==> src/rtl/out_ep_pkg.sv <==
package out_ep_pkg;
  typedef enum logic [1:0] {
    HS_NONE  = 2'b00,
    HS_ACK   = 2'b01,
    HS_NAK   = 2'b10,
    HS_STALL = 2'b11
  } hs_e;

  localparam logic [1:0] XFER_ISO = 2'b01;

  localparam int FLAG_W       = 3;
  localparam int FLAG_DONE    = 0;
  localparam int FLAG_STALL   = 1;
  localparam int FLAG_ISODROP = 2;

  typedef struct packed {
    hs_e              hs;
    logic             accept;
    logic             drop;
    logic             toggle;
    logic             disarm;
    logic [FLAG_W-1:0] flagSet;
  } strobe_t;
endpackage

==> src/rtl/out_ep_decide.sv <==
module out_ep_decide
  import out_ep_pkg::*;
#(
  parameter int LEN_W   = 11,
  parameter int FRAME_W = 11
) (
  input  logic               dataValid,
  input  logic               armed,
  input  logic               active,
  input  logic [1:0]         xferType,
  input  logic               stall,
  input  logic               globalNak,
  input  logic               nakState,
  input  logic               oddSel,
  input  logic [FRAME_W-1:0] frameNum,
  input  logic               dataPid,
  input  logic               expPid,
  input  logic [LEN_W-1:0]   dataLen,
  input  logic [LEN_W-1:0]   maxLen,
  input  logic [LEN_W-1:0]   fifoSpace,
  output strobe_t            stb
);
  logic live;
  logic isIso;
  logic tooBig;
  logic parityBad;
  logic unusedFrameHi;

  assign live          = dataValid && armed && active;
  assign isIso         = (xferType == XFER_ISO);
  assign tooBig        = (dataLen > maxLen) || (dataLen > fifoSpace);
  assign parityBad     = (frameNum[0] != oddSel);
  assign unusedFrameHi = ^frameNum[FRAME_W-1:1];

  always_comb begin
    stb        = '0;
    stb.hs     = HS_NONE;
    stb.disarm = dataValid;
    if (live) begin
      if (isIso) begin
        if (parityBad) begin
          stb.drop                  = 1'b1;
          stb.flagSet[FLAG_ISODROP] = 1'b1;
        end else if (tooBig) begin
          stb.drop = 1'b1;
        end else begin
          stb.accept             = 1'b1;
          stb.flagSet[FLAG_DONE] = 1'b1;
        end
      end else if (stall) begin
        stb.hs                  = HS_STALL;
        stb.drop                = 1'b1;
        stb.flagSet[FLAG_STALL] = 1'b1;
      end else if (nakState || globalNak || tooBig) begin
        stb.hs   = HS_NAK;
        stb.drop = 1'b1;
      end else if (dataPid != expPid) begin
        stb.hs   = HS_ACK;
        stb.drop = 1'b1;
      end else begin
        stb.hs                 = HS_ACK;
        stb.accept             = 1'b1;
        stb.toggle             = 1'b1;
        stb.flagSet[FLAG_DONE] = 1'b1;
      end
    end
  end
endmodule

==> src/rtl/out_ep_state.sv <==
module out_ep_state
  import out_ep_pkg::*;
(
  input  logic              clk,
  input  logic              rstN,
  input  logic              tokenValid,
  input  logic              active,
  input  logic              cmdSetNak,
  input  logic              cmdClearNak,
  input  logic              cmdSetData0,
  input  logic [FLAG_W-1:0] flagClr,
  input  strobe_t           stb,
  output logic              armed,
  output logic              nakState,
  output logic              expPid,
  output logic [FLAG_W-1:0] flags,
  output logic [1:0]        hsKind,
  output logic              dataAccept,
  output logic              dataDrop
);
  always_ff @(posedge clk) begin
    if (!rstN) begin
      armed      <= 1'b0;
      nakState   <= 1'b0;
      expPid     <= 1'b0;
      flags      <= '0;
      hsKind     <= HS_NONE;
      dataAccept <= 1'b0;
      dataDrop   <= 1'b0;
    end else begin
      if (tokenValid && active) armed <= 1'b1;
      else if (stb.disarm)      armed <= 1'b0;

      if (cmdSetNak)        nakState <= 1'b1;
      else if (cmdClearNak) nakState <= 1'b0;

      if (cmdSetData0)     expPid <= 1'b0;
      else if (stb.toggle) expPid <= ~expPid;

      flags      <= (flags & ~flagClr) | stb.flagSet;
      hsKind     <= stb.hs;
      dataAccept <= stb.accept;
      dataDrop   <= stb.drop;
    end
  end
endmodule

==> src/rtl/out_ep_handshake.sv <==
module out_ep_handshake
  import out_ep_pkg::*;
#(
  parameter int LEN_W   = 11,
  parameter int FRAME_W = 11
) (
  input  logic               clk,
  input  logic               rstN,
  input  logic               cfgActive,
  input  logic [1:0]         cfgType,
  input  logic               cfgStall,
  input  logic               cfgOddFrame,
  input  logic [LEN_W-1:0]   cfgMaxLen,
  input  logic               cmdSetNak,
  input  logic               cmdClearNak,
  input  logic               cmdSetData0,
  input  logic               globalOutNak,
  input  logic               tokenValid,
  input  logic               dataValid,
  input  logic               dataPid,
  input  logic [LEN_W-1:0]   dataLen,
  input  logic [LEN_W-1:0]   fifoSpace,
  input  logic [FRAME_W-1:0] frameNum,
  input  logic [2:0]         flagClr,
  output logic [1:0]         hsKind,
  output logic               dataAccept,
  output logic               dataDrop,
  output logic               nakState,
  output logic               expPid,
  output logic [2:0]         flags
);
  strobe_t stb;
  logic    armedW;

  out_ep_decide #(.LEN_W(LEN_W), .FRAME_W(FRAME_W)) u_decide (
    .dataValid (dataValid),
    .armed     (armedW),
    .active    (cfgActive),
    .xferType  (cfgType),
    .stall     (cfgStall),
    .globalNak (globalOutNak),
    .nakState  (nakState),
    .oddSel    (cfgOddFrame),
    .frameNum  (frameNum),
    .dataPid   (dataPid),
    .expPid    (expPid),
    .dataLen   (dataLen),
    .maxLen    (cfgMaxLen),
    .fifoSpace (fifoSpace),
    .stb       (stb)
  );

  out_ep_state u_state (
    .clk         (clk),
    .rstN        (rstN),
    .tokenValid  (tokenValid),
    .active      (cfgActive),
    .cmdSetNak   (cmdSetNak),
    .cmdClearNak (cmdClearNak),
    .cmdSetData0 (cmdSetData0),
    .flagClr     (flagClr),
    .stb         (stb),
    .armed       (armedW),
    .nakState    (nakState),
    .expPid      (expPid),
    .flags       (flags),
    .hsKind      (hsKind),
    .dataAccept  (dataAccept),
    .dataDrop    (dataDrop)
  );
endmodule

==> config.mk <==
export PLATFORM = sky130hd
export DESIGN_NAME = out_ep_handshake
export DESIGN_NICKNAME = d
export VERILOG_FILES = /design/src/rtl/out_ep_pkg.sv /design/src/rtl/out_ep_decide.sv /design/src/rtl/out_ep_state.sv /design/src/rtl/out_ep_handshake.sv
export SDC_FILE = /design/constraint.sdc
export NUM_CORES = 1
export LEC_CHECK = 0
export CAP_MARGIN = 20
export CORE_UTILIZATION = 35
export CTS_CLUSTER_SIZE = 12
export DETAILED_ROUTE_END_ITERATION = 10
export GPL_TIMING_DRIVEN = 0
export PLACE_DENSITY = 0.89
export SLEW_MARGIN = 20
export SYNTH_ARGS = -nofsm -noshare
export SYNTH_HDL_FRONTEND = slang
export SYNTH_SLANG_ARGS = --single-unit
==> constraint.sdc <==
create_clock -name clk -period 2.1 [get_ports clk]
set_input_delay 0.315 -clock clk [delete_from_list [all_inputs] [get_ports clk]]
set_output_delay 0.315 -clock clk [all_outputs]
set_load 0.02 [all_outputs]
==> summary by stage <==
Cells and area
The share of cells above drive strength 1 is 28.3%. The total inserted antenna cells is 0. At the end of the flow, the number of nets in the layout was between 200 and 300. The layout overhead on the synthesized area is 99.4%. The library cells used most frequently in the layout, excluding fill and tap cells, are clkdlybuf4s50_1, ha_4, inv_1, dfxtp_1.

The sequential cell area is ~200 µm². Summing all multi-input logic gate instances after layout gives between 900 and 1000 µm². The leading cell type in the layout, fill and taps excluded is clkdlybuf4s50_1. The filler cells instantiated in the layout total around 170.

The finished layout holds 217 standard cells, fillers aside.

CTS
Clock tree synthesis found a total of 10 sinks. The later-pin clock latency in the skew report is 0.26 ns. Counting the buffers created by CTS gives 3.

In this run, post-CTS hold repair placed 0 buffers. TritonCTS built the clock tree. The root cell of the clock tree is clkbuf_4.

The clock transition at the registers of the reported paths is 0.06 ns. The clock passes through at most 2 buffers. CTS built an H-tree with a depth of 1.

Setup path
The worst-path maximum fanout is 4. Setup slack on the worst reg-to-reg path comes out at ~0.18 ns. The most critical setup path has its startpoint at cfgMaxLen[3]. The endpoint identified for the worst register-to-register timing path is u_state.expPid.

At the worst endpoint, the arrival time is ~2.3 ns. The beginning of the worst register-to-register path is u_state.expPid. The critical path is of the input port to flop type.

The endpoint required time on the critical path is roughly 2.3 ns. The category of the worst setup path capture point is a flop. The worst setup path is launched from an input port. Following the worst setup path forward leads to its endpoint at u_state.expPid.

The number of cells traversed by the worst register-to-register path is 5.

Logic synthesis
The count of mapped cells out of synthesis is approximately 120. Ranked by total cell area, the synthesized netlist is headed by ha_1, dfxtp_1, inv_1. In this run, synthesis inferred 0 flip-flops with an integrated enable. The netlist area before placement is slightly below 1000 µm².

The post-synthesis area per instance is around 8 µm². The number of different library cells used by synthesis comes to 36. Summing the sequential cell areas from Yosys gives 20.5% of the chip area. The register bit count reported by yosys is 10. During synthesis, Yosys emitted a total of 0 warnings.

The library cell occupying the most area in the post-synthesis netlist is ha_1. The most common flop cell mapped by yosys is dfxtp_1. The largest family of logic cells by synthesized area is adder cells. The share of synthesized flip-flops with an asynchronous set or reset is 0%.

The synthesized design devotes to its leading area cell type between 20 and 30% of total area. The post-synthesis share of cell area spent on xor and xnor gates is under 10%. Of the total synthesized cell area, the portion taken by AND, OR, NAND and NOR gates is 21.7%. The adder and majority cell fraction of the synthesized area is about 28%. The compound-gate portion of the synthesized area is a little under a fifth. Multiplexer cells account for 0% of the synthesized area. The net count after synthesis is about 200.

Route
The DRC violations left is 0. Dividing the detail-routed wire length by the instance count gives approximately 16 µm. The ratio of routed vias to standard cells is 5.40. The total number of vias is approximately 1200. The final routed wirelength across all metal layers is about 3.5 mm. The number of antenna-violating nets in the routed design is 0. The count of routing violations after the opening detailed-route iteration is 16.

The first detailed-routing pass ran for 4 iterations.

Global route
The first global-routing pass estimated between 4 and 5 mm of wire. For this run the aggregate overflow at the end of global routing stands at 0. Global routing used under 10% of the available met3 tracks.

For this run, global-route usage on met1 was measured as between 20 and 25%. For met2 alone, demand over resource in global routing was between 40% and 50%. The peak-usage layer in the global routing report is met2. The initial antenna violation count came to 0. The overall fraction of global-route tracks in use is 23.0%. The via count of the first global-routing pass is around 1200. Entering global routing, the biggest net connects 8 pins.

Place
Input and output buffers added on the ports amount to 59. OpenSTA, run right after detailed placement, puts the worst setup slack at -0.455 ns. The detailed-placement wirelength estimate is 2.48 mm.

The placer congestion estimate is ~0.83. The instance count after placement with tap cells included is 210.

Status
The run finished with clean final reports.

STA
In the post-route analysis, the smallest setup slack over all paths is roughly 0.011 ns. The final number of max-transition violations is 0. The slew at the pin with the worst max-slew slack is around 0.31 ns. Setup violations remaining at the end of the flow were counted as 0. Of the available clock period, the critical path in the final layout requires around 100%. The final hold slack is roughly 0.5 ns. In this run the tightest slew margin relative to its limit is roughly four fifths.

The setup clock skew after layout is 0.00625 ns. The final critical delay including setup and external delays is 2.09 ns. The setup TNS after final layout is 0 ns. The highest achievable clock rate is ~480 MHz. The final number of hold-violating endpoints is 0.

Power and ir drop
The total leakage power is 0.000860 µW. For this design the ratio of total power to cell area is 330 nW/µm². Across the VDD grid, the largest voltage drop is around 0.36 mV.

Floorplanning
The floorplan has 18 rows. The floorplan die height is approximately 55 µm. The initial cell density of the core is a little under two fifths. The placeable core region is 2540 µm². The top-level port count is 70. The horizontal extent of the die is 54.8 µm. The die covers 3000 µm².

Run
Max-cap violations in this run came to 0.

Hold path
The tightest min-delay check is of the flop to flop type.
-- sequential cells by signal, summed over array words and instances, names as in the netlist --
register and count:
u_state.armed 1, u_state.dataDrop 1, u_state.nakState 1, u_state.flags 3, u_state.expPid 1, u_state.dataAccept 1
u_state.hsKind 2
-- critical path, stage by stage --
cell             delay [ns]
clkdlybuf4s50_1        0.45
inv_1                  0.06
ha_4                   0.26
nand4_1                0.10
nor2_2                 0.15
nand4_1                0.11
o31a_1                 0.19
or4_4                  0.51
a21oi_2                0.14
-- final cells by class --
| type | count | area share (%) |
|---|---|---|
| multi-input combinational | 88 | 49.7 |
| tap | 30 | 1.93 |
| timing repair buffer | 63 | 32.5 |
| sequential | 10 | 10.3 |
| inverter | 23 | 4.44 |
| clock buffer | 3 | 1.16 |
-- cells in the mapped netlist (2+ instances only) --
cell type,instances
dfxtp_1,10
a21oi_1,9
a21o_1,2
nand2_1,5
nand4_1,5
o21ai_0,3
inv_1,23
nor3_1,2
ha_1,22
xnor2_1,2
nor2b_1,4
nand3_1,3
nor2_1,6
and3_1,2
nand2b_1,2
-- timing repair --
action | in CTS | in global routing
gates resized for setup | 29 | 34
setup buffers | 3 | 1
endpoints found under the setup margin | 2 | 4
pin swaps | 21 | 14
-- per-layer routing --
layer / wire length, µm / share of wire [%] / vias to the layer above
met5: 0 / 0 / -
met4: 39 / 1.1 / 0
met3: 146 / 4.1 / 6
met2: 2000 / 56 / 45
met1: 1360 / 38 / 556
li1: - / - / 565
-- how the worst min path moves through the flow --
stage,startpoint,endpoint,slack (ns),cells after the start
6_report,u_state.armed,u_state.armed,0.50,2
5_1_grt,u_state.armed,u_state.armed,0.52,2
4_1_cts,u_state.armed,u_state.armed,0.50,2
3_5_place_dp,u_state.flags[0],u_state.flags[0],0.48,1
3_3_place_gp,u_state.flags[1],u_state.flags[1],0.48,1
2_1_floorplan,rstN,u_state.nakState,0.43,1
-- through the flow --
stage	area (µm²)	power, µW	utilization (%)
finish	1950	643	76.5
global route	1950	682	76.5
CTS	1810	601	71.2
detailed placement	1600	431	63.0
global placement	1600	418	63.0
floorplan	976	300	-
-- cell families after synthesis --
logic type / count (synthesis)
AOI/OAI and AO/OA: 27
DFF: 10
buffers and inverters: 23
adders and majority gates: 22
and+or+nand+nor: 37
xor gates and xnor gates: 2
-- power breakdown --
| group | internal [µW] | switching (µW) | leakage [µW] |
|---|---|---|---|
| Combinational | 182 | 140 | 0.000765 |
| Sequential | 193 | 2.48 | 0.0000811 |
| Clock | 65.9 | 59.7 | 0.0000138 |
Note: power is estimated with default switching activity, not from simulation.
